**src/rtl/spi_reg_pkg.sv**
```systemverilog
package spi_reg_pkg;

   localparam int CMD_W = 8;
   localparam logic [CMD_W-1:0] CMD_READ  = 8'h03;
   localparam logic [CMD_W-1:0] CMD_WRITE = 8'h02;

   typedef enum logic [2:0] {
      PH_CMD,
      PH_ADDR,
      PH_WDATA,
      PH_RDATA,
      PH_IGNORE,
      PH_DONE
   } phase_e;

endpackage

```
**src/rtl/spi_pin_sync.sv**
```systemverilog
module spi_pin_sync #(
   parameter int STAGES = 2
) (
   input  logic clk,
   input  logic rst_n,
   input  logic sclk_pin,
   input  logic csn_pin,
   input  logic mosi_pin,
   output logic sclk_rise,
   output logic sclk_fall,
   output logic cs_idle,
   output logic mosi_s
);

   localparam logic [2:0] PIN_RST = 3'b010;   // {mosi, cs_n, sclk}

   if (STAGES < 2) begin : g_bad_stages
      $error("spi_pin_sync: STAGES must be at least 2");
   end

   logic [STAGES-1:0][2:0] stg;
   logic                   sclk_q;
   logic                   sclk_s;

   always_ff @(posedge clk or negedge rst_n) begin
      if (!rst_n) begin
         stg    <= {STAGES{PIN_RST}};
         sclk_q <= 1'b0;
      end else begin
         stg    <= {stg[STAGES-2:0], {mosi_pin, csn_pin, sclk_pin}};
         sclk_q <= sclk_s;
      end
   end

   assign sclk_s    = stg[STAGES-1][0];
   assign cs_idle   = stg[STAGES-1][1];
   assign mosi_s    = stg[STAGES-1][2];
   assign sclk_rise = sclk_s & ~sclk_q;
   assign sclk_fall = ~sclk_s & sclk_q;

endmodule

```
**src/rtl/spi_frame_ctrl.sv**
```systemverilog
module spi_frame_ctrl
   import spi_reg_pkg::*;
#(
   parameter int AW = 16,
   parameter int DW = 16
) (
   input  logic          clk,
   input  logic          rst_n,
   input  logic          cs_idle,
   input  logic          sclk_rise,
   input  logic          mosi_s,
   output logic [AW-1:0] core_addr,
   output logic          core_rd,
   output logic          core_wr,
   output logic [DW-1:0] core_wdata,
   output logic          load_out,
   output logic          out_active
);

   localparam int SHW_AD = (AW > DW) ? AW : DW;
   localparam int SHW    = (SHW_AD > CMD_W) ? SHW_AD : CMD_W;
   localparam int CNT_W  = $clog2(SHW);
   localparam logic [CNT_W-1:0] CMD_LAST  = CNT_W'(CMD_W - 1);
   localparam logic [CNT_W-1:0] ADDR_LAST = CNT_W'(AW - 1);
   localparam logic [CNT_W-1:0] DATA_LAST = CNT_W'(DW - 1);

   if (AW < 1 || DW < 2) begin : g_bad_width
      $error("spi_frame_ctrl: AW must be >= 1 and DW >= 2");
   end

   phase_e           phase;
   logic [CNT_W-1:0] bit_cnt;
   logic [SHW-1:0]   shreg;
   logic [SHW-1:0]   sin;
   logic             is_read;

   assign sin        = {shreg[SHW-2:0], mosi_s};
   assign out_active = (phase == PH_RDATA);

   always_ff @(posedge clk or negedge rst_n) begin
      if (!rst_n) begin
         phase      <= PH_CMD;
         bit_cnt    <= '0;
         shreg      <= '0;
         is_read    <= 1'b0;
         core_addr  <= '0;
         core_wdata <= '0;
         core_rd    <= 1'b0;
         core_wr    <= 1'b0;
         load_out   <= 1'b0;
      end else if (cs_idle) begin
         phase    <= PH_CMD;
         bit_cnt  <= '0;
         core_rd  <= 1'b0;
         core_wr  <= 1'b0;
         load_out <= 1'b0;
      end else begin
         core_rd  <= 1'b0;
         core_wr  <= 1'b0;
         load_out <= 1'b0;
         if (sclk_rise) begin
            shreg <= sin;
            unique case (phase)
               PH_CMD: begin
                  bit_cnt <= bit_cnt + 1'b1;
                  if (bit_cnt == CMD_LAST) begin
                     bit_cnt <= '0;
                     if (sin[CMD_W-1:0] == CMD_READ) begin
                        is_read <= 1'b1;
                        phase   <= PH_ADDR;
                     end else if (sin[CMD_W-1:0] == CMD_WRITE) begin
                        is_read <= 1'b0;
                        phase   <= PH_ADDR;
                     end else begin
                        phase   <= PH_IGNORE;
                     end
                  end
               end
               PH_ADDR: begin
                  bit_cnt <= bit_cnt + 1'b1;
                  if (bit_cnt == ADDR_LAST) begin
                     bit_cnt   <= '0;
                     core_addr <= sin[AW-1:0];
                     if (is_read) begin
                        phase    <= PH_RDATA;
                        core_rd  <= 1'b1;
                        load_out <= 1'b1;
                     end else begin
                        phase    <= PH_WDATA;
                     end
                  end
               end
               PH_WDATA: begin
                  bit_cnt <= bit_cnt + 1'b1;
                  if (bit_cnt == DATA_LAST) begin
                     bit_cnt    <= '0;
                     core_wdata <= sin[DW-1:0];
                     core_wr    <= 1'b1;
                     phase      <= PH_DONE;
                  end
               end
               default: begin
                  bit_cnt <= bit_cnt;
               end
            endcase
         end
      end
   end

   AST_RD_PULSE: assert property (@(posedge clk) disable iff (!rst_n)
      core_rd |=> !core_rd);
   AST_WR_PULSE: assert property (@(posedge clk) disable iff (!rst_n)
      core_wr |=> !core_wr);
   AST_RD_WR_EXCL: assert property (@(posedge clk) disable iff (!rst_n)
      !(core_rd && core_wr));
   AST_WR_ON_EDGE: assert property (@(posedge clk) disable iff (!rst_n)
      core_wr |-> $past(sclk_rise));
   AST_RD_ON_EDGE: assert property (@(posedge clk) disable iff (!rst_n)
      core_rd |-> $past(sclk_rise));

endmodule

```
**src/rtl/spi_miso_shifter.sv**
```systemverilog
module spi_miso_shifter #(
   parameter int            DW         = 16,
   parameter logic [DW-1:0] CHECK_WORD = 16'hC35A,
   parameter int            RD_LATENCY = 1
) (
   input  logic          clk,
   input  logic          rst_n,
   input  logic          cs_idle,
   input  logic          sclk_fall,
   input  logic          load_out,
   input  logic          out_active,
   input  logic          core_rd,
   input  logic [DW-1:0] core_rdata,
   output logic          miso,
   output logic          miso_oe
);

   localparam int OC_W = $clog2(DW);
   localparam logic [OC_W-1:0] OUT_LAST = OC_W'(DW - 1);

   if (RD_LATENCY < 1) begin : g_bad_lat
      $error("spi_miso_shifter: RD_LATENCY must be at least 1");
   end

   logic            cap;
   logic [DW-1:0]   rd_hold;
   logic [DW-1:0]   out_sh;
   logic [OC_W-1:0] out_cnt;
   logic            data_half;

   if (RD_LATENCY == 1) begin : g_lat_one
      logic rd_d;
      always_ff @(posedge clk or negedge rst_n) begin
         if (!rst_n) rd_d <= 1'b0;
         else        rd_d <= core_rd;
      end
      assign cap = rd_d;
   end else begin : g_lat_pipe
      logic [RD_LATENCY-1:0] rd_pipe;
      always_ff @(posedge clk or negedge rst_n) begin
         if (!rst_n) rd_pipe <= '0;
         else        rd_pipe <= {rd_pipe[RD_LATENCY-2:0], core_rd};
      end
      assign cap = rd_pipe[RD_LATENCY-1];
   end

   always_ff @(posedge clk or negedge rst_n) begin
      if (!rst_n) begin
         rd_hold <= '0;
      end else if (cap) begin
         rd_hold <= core_rdata;
      end
   end

   always_ff @(posedge clk or negedge rst_n) begin
      if (!rst_n) begin
         out_sh    <= '0;
         out_cnt   <= '0;
         data_half <= 1'b0;
         miso      <= 1'b0;
         miso_oe   <= 1'b0;
      end else if (cs_idle) begin
         out_cnt   <= '0;
         data_half <= 1'b0;
         miso      <= 1'b0;
         miso_oe   <= 1'b0;
      end else if (load_out) begin
         out_sh    <= CHECK_WORD;
         out_cnt   <= '0;
         data_half <= 1'b0;
      end else if (sclk_fall && out_active) begin
         miso    <= out_sh[DW-1];
         miso_oe <= 1'b1;
         out_cnt <= out_cnt + 1'b1;
         if (out_cnt == OUT_LAST && !data_half) begin
            out_sh    <= rd_hold;
            data_half <= 1'b1;
            out_cnt   <= '0;
         end else begin
            out_sh <= {out_sh[DW-2:0], 1'b0};
         end
      end
   end

   AST_MISO_HOLD: assert property (@(posedge clk) disable iff (!rst_n)
      (!sclk_fall && !cs_idle) |=> $stable(miso));
   AST_OE_DROP: assert property (@(posedge clk) disable iff (!rst_n)
      cs_idle |=> !miso_oe);
   AST_OE_IN_READ: assert property (@(posedge clk) disable iff (!rst_n)
      miso_oe |-> out_active);
   AST_OE_RISES_ON_FALL: assert property (@(posedge clk) disable iff (!rst_n)
      $rose(miso_oe) |-> $past(sclk_fall));

endmodule

```
**src/rtl/spi_reg_slave.sv**
```systemverilog
module spi_reg_slave #(
   parameter int                AW          = 16,
   parameter int                DW          = 16,
   parameter logic [DW-1:0]     CHECK_WORD  = 16'hC35A,
   parameter int                RD_LATENCY  = 1,
   parameter int                SYNC_STAGES = 2
) (
   input  logic          clk,
   input  logic          rst_n,
   input  logic          spi_sclk,
   input  logic          spi_cs_n,
   input  logic          spi_mosi,
   output logic          spi_miso,
   output logic          spi_miso_oe,
   output logic [AW-1:0] core_addr,
   output logic          core_rd,
   input  logic [DW-1:0] core_rdata,
   output logic          core_wr,
   output logic [DW-1:0] core_wdata
);

   logic sclk_rise;
   logic sclk_fall;
   logic cs_idle;
   logic mosi_s;
   logic load_out;
   logic out_active;

   spi_pin_sync #(
      .STAGES (SYNC_STAGES)
   ) u_sync (
      .clk       (clk),
      .rst_n     (rst_n),
      .sclk_pin  (spi_sclk),
      .csn_pin   (spi_cs_n),
      .mosi_pin  (spi_mosi),
      .sclk_rise (sclk_rise),
      .sclk_fall (sclk_fall),
      .cs_idle   (cs_idle),
      .mosi_s    (mosi_s)
   );

   spi_frame_ctrl #(
      .AW (AW),
      .DW (DW)
   ) u_ctrl (
      .clk        (clk),
      .rst_n      (rst_n),
      .cs_idle    (cs_idle),
      .sclk_rise  (sclk_rise),
      .mosi_s     (mosi_s),
      .core_addr  (core_addr),
      .core_rd    (core_rd),
      .core_wr    (core_wr),
      .core_wdata (core_wdata),
      .load_out   (load_out),
      .out_active (out_active)
   );

   spi_miso_shifter #(
      .DW         (DW),
      .CHECK_WORD (CHECK_WORD),
      .RD_LATENCY (RD_LATENCY)
   ) u_out (
      .clk        (clk),
      .rst_n      (rst_n),
      .cs_idle    (cs_idle),
      .sclk_fall  (sclk_fall),
      .load_out   (load_out),
      .out_active (out_active),
      .core_rd    (core_rd),
      .core_rdata (core_rdata),
      .miso       (spi_miso),
      .miso_oe    (spi_miso_oe)
   );

   AST_NO_STROBE_IDLE: assert property (@(posedge clk) disable iff (!rst_n)
      cs_idle |=> !(core_rd || core_wr));
   AST_NO_OE_ON_WRITE: assert property (@(posedge clk) disable iff (!rst_n)
      core_wr |-> !spi_miso_oe);

endmodule

```
**config.mk**
```make
export PLATFORM = sky130hd
export DESIGN_NAME = spi_reg_slave
export DESIGN_NICKNAME = d
export VERILOG_FILES = /design/src/rtl/spi_reg_pkg.sv /design/src/rtl/spi_pin_sync.sv /design/src/rtl/spi_frame_ctrl.sv /design/src/rtl/spi_miso_shifter.sv /design/src/rtl/spi_reg_slave.sv
export SDC_FILE = /design/constraint.sdc
export NUM_CORES = 1
export LEC_CHECK = 0
export BUFFER_PORTS_ARGS = -buffer_cell sky130_fd_sc_hd__buf_2
export CAP_MARGIN = 20
export CORE_ASPECT_RATIO = 0.5
export CORE_MARGIN = 3
export CORE_UTILIZATION = 35
export DETAILED_ROUTE_END_ITERATION = 8
export GPL_ROUTABILITY_DRIVEN = 0
export REMOVE_ABC_BUFFERS = 1
export SYNTH_ARGS = -nofsm -noshare
export SYNTH_HDL_FRONTEND = slang
export SYNTH_SLANG_ARGS = --single-unit
```
**constraint.sdc**
```tcl
create_clock -name clk -period 2.7 [get_ports clk]
set_clock_uncertainty 0.2 [all_clocks]
set_input_delay 0.135 -clock clk [delete_from_list [all_inputs] [get_ports clk]]
set_output_delay 0.135 -clock clk [all_outputs]
set_load 0.05 [all_outputs]
```
Word-level counts from Yosys, hierarchy flattened
Index checks and enable logic that the tools add are counted.
- bits in registers: 104
- output and inout port bits: 36
- add/sub/neg operators: 2
- equal/unequal tests: 12
- multiplexer cells: 42
- bitwise operators: 5
- reductions and logical operators: 22
- operators with widths (cell ; count):
    two-way mux 16 bit ; 3
    two-way mux 4 bit ; 8
    two-way mux 1 bit ; 22
    two-way mux 3 bit ; 7
    equality test 8 x 2 -> 1 bit, second input constant ; 2
    AND reduction 2 bit ; 5
    AND reduction 5 bit ; 2
    inequality test 3 x 2 -> 1 bit, second input constant ; 3
    one-hot mux 3 bit (3 select lines) ; 1
    nonzero test 3 bit ; 3
    adder 4 x 1 -> 4 bit, second input constant ; 2
    equality test 4 bit, second input constant ; 2
    one-hot mux 4 bit (2 select lines) ; 1
    AND reduction 4 bit ; 2
    nonzero test 2 bit ; 4
    equality test 3 x 2 -> 1 bit, second input constant ; 2
    equality test 4 x 3 -> 1 bit, second input constant ; 1
    nonzero test 4 bit ; 1
    equality test 3 x 1 -> 1 bit, second input constant ; 1
    logical NOT 3 bit ; 1
    NOT 1 bit ; 3
    AND 1 bit ; 2
    logical AND 1 bit ; 2
    inequality test 2 bit, second input constant ; 1
    other kinds (2) ; 2

Longest topological paths before layout
- depth after elaboration: 7
- mapped depth: 7
- depth with buffers taken out: 5

Hierarchy
A second synthesis with hierarchy kept.
- cell total of the unflattened synthesis: 297
- area total of the unflattened synthesis: 4280.4 µm²
- modules (own cells, without submodules) (module ; times used ; cells an instance ; area each (µm²)):
    spi_frame_ctrl ; 1 ; 162 ; 2358.5
    spi_miso_shifter ; 1 ; 126 ; 1729.2
    spi_pin_sync ; 1 ; 9 ; 192.7

Worst setup path before layout
OpenSTA, ideal clock, no wires.
- kind: reg-to-reg
- start point: register u_ctrl.bit_cnt[0]
- end point: register u_ctrl.core_wdata[10]
- arrival time: 1.590 ns
- data required time: 2.375 ns
- slack: 0.786 ns
- stages on the path, launching flop included: 7
- path buffers: 1
- cells stage by stage: dfrtp_1 ha_1 nand2_1 nor2_1 nand4_4 buf_2 mux2_2
- word-level cells in the longest chain between the ends: 2
- ends and longest elaborated chain (item ; line ; text):
    from (decl) ; spi_frame_ctrl.sv:32 ; logic [CNT_W-1:0] bit_cnt;
    from (signal assigned) ; spi_frame_ctrl.sv:65 ; bit_cnt <= bit_cnt + 1'b1;
    from (signal assigned) ; spi_frame_ctrl.sv:80 ; bit_cnt <= bit_cnt + 1'b1;
    from (signal assigned) ; spi_frame_ctrl.sv:94 ; bit_cnt <= bit_cnt + 1'b1;
    equality test 4 bit ; spi_frame_ctrl.sv:95 ; if (bit_cnt == DATA_LAST) begin
    AND reduction 4 bit (no source line) ; n/a ;
    to (signal assigned) ; spi_frame_ctrl.sv:97 ; core_wdata <= sin[DW-1:0];
    to (decl) ; spi_frame_ctrl.sv:15 ; output logic [DW-1:0] core_wdata,
Every way passes these cells.
A chain may end at the register's enable or synchronous reset.

Worst setup path after layout
- start point: register u_ctrl.phase[1]
- end point: register u_out.out_sh[0]
- word-level cells in the longest chain between the ends: 4
- ends and longest elaborated chain (item ; line ; text):
    from (decl) ; spi_frame_ctrl.sv:31 ; phase_e phase;
    from (signal assigned) ; spi_frame_ctrl.sv:42 ; phase <= PH_CMD;
    from (signal assigned) ; spi_frame_ctrl.sv:52 ; phase <= PH_CMD;
    from (signal assigned) ; spi_frame_ctrl.sv:70 ; phase <= PH_ADDR;
    equality test 3 x 2 -> 1 bit ; spi_frame_ctrl.sv:38 ; assign out_active = (phase == PH_RDATA);
    logical AND 1 bit ; spi_miso_shifter.sv:71 ; end else if (sclk_fall && out_active) begin
    nonzero test 2 bit (no source line) ; n/a ;
    AND reduction 2 bit (no source line) ; n/a ;
    to (signal assigned) ; spi_miso_shifter.sv:76 ; out_sh <= rd_hold;
    to (signal assigned) ; spi_miso_shifter.sv:80 ; out_sh <= {out_sh[DW-2:0], 1'b0};
    to (decl) ; spi_miso_shifter.sv:27 ; logic [DW-1:0] out_sh;
Every way passes these cells.

==> summary.md <==
| Metric | Value |
|---|---|
| Post-Synth Simple-Gate Area | `9.21%` |
| Final net count | `399` |
| N_diodes | `0` |
| Fin cells | `approximately 550` |
| Synthesized flop and latch total | `104` |
| Vias in the first global route | `2736` |
| Number of synthesized flops with an enable pin | `0` |
| Port buffer count | `56` |
| Post-synthesis sequential area ratio | `60.1%` |
| Hold-fix buffers at CTS | `20` |
| Xor/xnor share of the synthesized area | `roughly 1.0%` |
| DR DRC count | `0` |
| Final core occ | `44.3%` |
| Max incr delay on CP | `slightly above 0.6 ns` |
| Period minus WS final | `2.08 ns` |
| Post-synthesis async set-or-reset flop share | `100%` |
| Worst-Margin Slew | `0.698 ns` |
| Via Count | `between 2000 and 3000` |
| Worst setup EP type | `flip-flop` |
| Run status | `finished, final reports clean` |
| Clk sinks | `104` |
| Leading post-synthesis cells by cell area | `dfrtp_1 (59%), mux2_2 (16%), mux2i_1 (3.7%)` |
| Area of placed instances | `about 4800 µm²` |
| Mux contribution to synthesized area | `between 20% and 30%` |
| Worst path cell trace | `nand4b_4 > or2_1 > nor2_2 > a32o_1` |
| Fmax | `482 MHz` |
| Slew HR | `53.4%` |
| Drt via density | `4.71` |
| Synth top area share | `58.9%` |
| Worst vdd ir | `0.272 mV` |
| PostCTS Resize Cnt | `0` |
| Critical Path RT | `around 2.8 ns` |
| CTS Buf Count | `9` |
| Clk Latency, worst-skew pair | `0.34 ns` |
| LEAKAGE | `2.73 nW` |
| Commonest cells in the synthesized netlist | `dfrtp_1 (102), mux2_2 (63), mux2i_1 (16)` |
| Compound-cell area share of the yosys netlist | `6.38%` |
| Dpl cells | `510` |
| Post-synth top area cell | `dfrtp_1` |
| Initial Util | `36.3%` |
| Drt pass-1 iters | `4` |
| Layout cells sized above 1 | `40.2%` |
| Final hold vios | `0` |
| Average wire per standard cell | `14.4 µm` |
| CP max stage cell | `dfrtp_1` |
| Most common cell in the netlist | `dfrtp_1` |
| CTS tree | `done` |
| Ys flop type | `dfrtp_1` |
| First-pass GRT wire length | `13700 µm` |
| Multi-input logic area | `1630 µm²` |
| Adder-cell share of the synthesized area | `0.578%` |
| I/O pin count | `57` |
| Fin crit share | `76.9%` |
| Register area | `2610 µm²` |
| Antenna violations before repair | `0` |
| WP data arrival | `2.16 ns` |
| Detailed Place HPWL | `5250 µm` |
| Clk pin slew, worst setup/hold paths | `0.07 ns` |
| Fill cells | `1087` |
| Combinational family with the most area after synthesis | `multiplexers` |
| DRT Wirelength | `7870 µm` |
| 1st-iter DRT viols | `119` |
| Chip Height | `roughly 85 µm` |
| Clock Path Buffers | `2` |
| Postcts setup bufs | `0` |
| Post-route cell area | `~5300 µm²` |
| Max Cap Viol | `0` |
| Synthesized area per cell | `between 10 and 15 µm²` |
| Post-synthesis cell area | `4330 µm²` |
| PD cells | `610 nW/µm²` |
| GRT Residual Overflow | `0` |
| H-tree depth | `3` |
| Setup violations, final | `0` |
| Horiz. Die Dim | `163 µm` |
| RSZ-0062 raised after global routing | `no` |
| Synth Instances | `300` |
| Clock root buffer | `clkbuf_16` |
| Maximum fanout along the worst path | `9` |
| Startpoint Class | `flip-flop` |
| HP Class | `flip-flop to flip-flop` |
| Setup_tns | `0 ns` |
| Pin count of the biggest net entering global routing | `53` |
| DRT antenna net count | `0` |
| Distinct cells, synth | `just over 50` |
| Core outline area | `11900 µm²` |
| Die ar. | `13800 µm²` |
| Area Growth Syn to Fin | `22.1%` |
| Pins Over Slew Limit | `0` |
| Critical path class | `flip-flop to flip-flop` |
| Ys Warns | `0` |
| Overall routing resource usage | `12.5%` |
| Site Rows | `28` |
## layout by cell type, fill, tap and decap left out, drive strengths merged, types with 2 or more instances in the layout
cell	n
nand3	5
nand4	2
nor4b	2
xnor2	2
dfrtp	102
o21ai	4
o21a	2
mux2i	16
nor2	14
nor3	4
a21o	2
inv	8
nor2b	2
dfstp	2
xor2	3
dlygate4sd3	20
a21oi	7
nand2b	3
buf	59
ha	2
clkinv	2
clkbuf	9
and2	2
mux2	64
or2	3
nand2	9
o2bb2ai	7
a2bb2oi	8
## metal layers
metal	track usage, %	vias to the layer above	share of wire, %
met5	0	-	0
met4	4.14	0	1.3
met3	3.70	9	4.0
met2	19.4	32	45
met1	16.8	1302	49
li1	-	1231	-
## report_power, final
part	leakage (nW)	total (mW)	internal, mW	switching (mW)
sequential	1.42	1.71	1.62	0.0861
clock	0.150	1.35	0.739	0.611
combinational	1.16	0.169	0.0990	0.0697
## cell families (layout without fill, tap and decap cells)
| group | Yosys count | count (layout) |
|---|---|---|
| simple gates | 54 | 54 |
| fa+ha+maj | 2 | 2 |
| xor+xnor | 5 | 5 |
| flops | 104 | 104 |
| compound gates | 36 | 36 |
| buf+inv | 19 | 100 |
| mux | 80 | 80 |
## sequential cells by signal, indices dropped and copies added, names as in the netlist
register,flops
u_ctrl.is_read,1
u_out.miso_oe,1
u_ctrl.bit_cnt,4
u_ctrl.shreg,15
u_ctrl.core_addr,16
u_out.data_half,1
u_out.cap,1
u_sync.stg,3
u_sync.sclk_s,1
u_out.miso,1
u_sync.cs_idle,1
u_ctrl.core_wr,1
u_ctrl.phase,3
u_out.out_cnt,4
u_out.out_sh,16
u_ctrl.core_rd,1
u_ctrl.core_wdata,16
u_out.rd_hold,16
u_sync.mosi_s,1
u_sync.sclk_q,1
## worst paths after layout
kind	start	to	slack, ns	cells after the start
setup / recovery	u_ctrl.phase[1]	u_out.out_sh[0]	0.62	4
hold / removal	u_sync.stg[2]	u_sync.mosi_s	0.15	0
setup reg to reg	u_ctrl.phase[1]	u_out.out_sh[0]	0.62	4
hold reg to reg	u_sync.stg[2]	u_sync.mosi_s	0.15	0
max in group asynchronous	rst_n	u_ctrl.shreg[5]	1.34	3
min in group asynchronous	rst_n	u_out.rd_hold[8]	0.17	2
## per-stage QoR
stage	power [mW]	hold slack [ns]	worst slack (ns)
global route	3.37	0.159	0.478
CTS	3.28	0.156	0.625
detailed placement	1.89	0.0146	0.636
finish	3.23	0.151	0.623
global placement	1.89	0.0147	0.651
floorplan	1.80	-0.361	0.835
## worst max-delay path: cells and delay by family, from the launching register on
family	cells	cell delay [ns]
AND/OR/NAND/NOR	3	0.96
flip-flops	1	0.62
AO/OA/AOI/OAI	1	0.24
## final cells by class
class,instances,area share (%)
clock inverters,7,1.68
multi-input cells,177,30.7
inverters,5,0.355
repair buffers,79,9.80
clock buffers,9,4.26
well taps,165,3.90
flip-flops and latches,104,49.3
No activity file was read; power rests on OpenSTA's default activity.
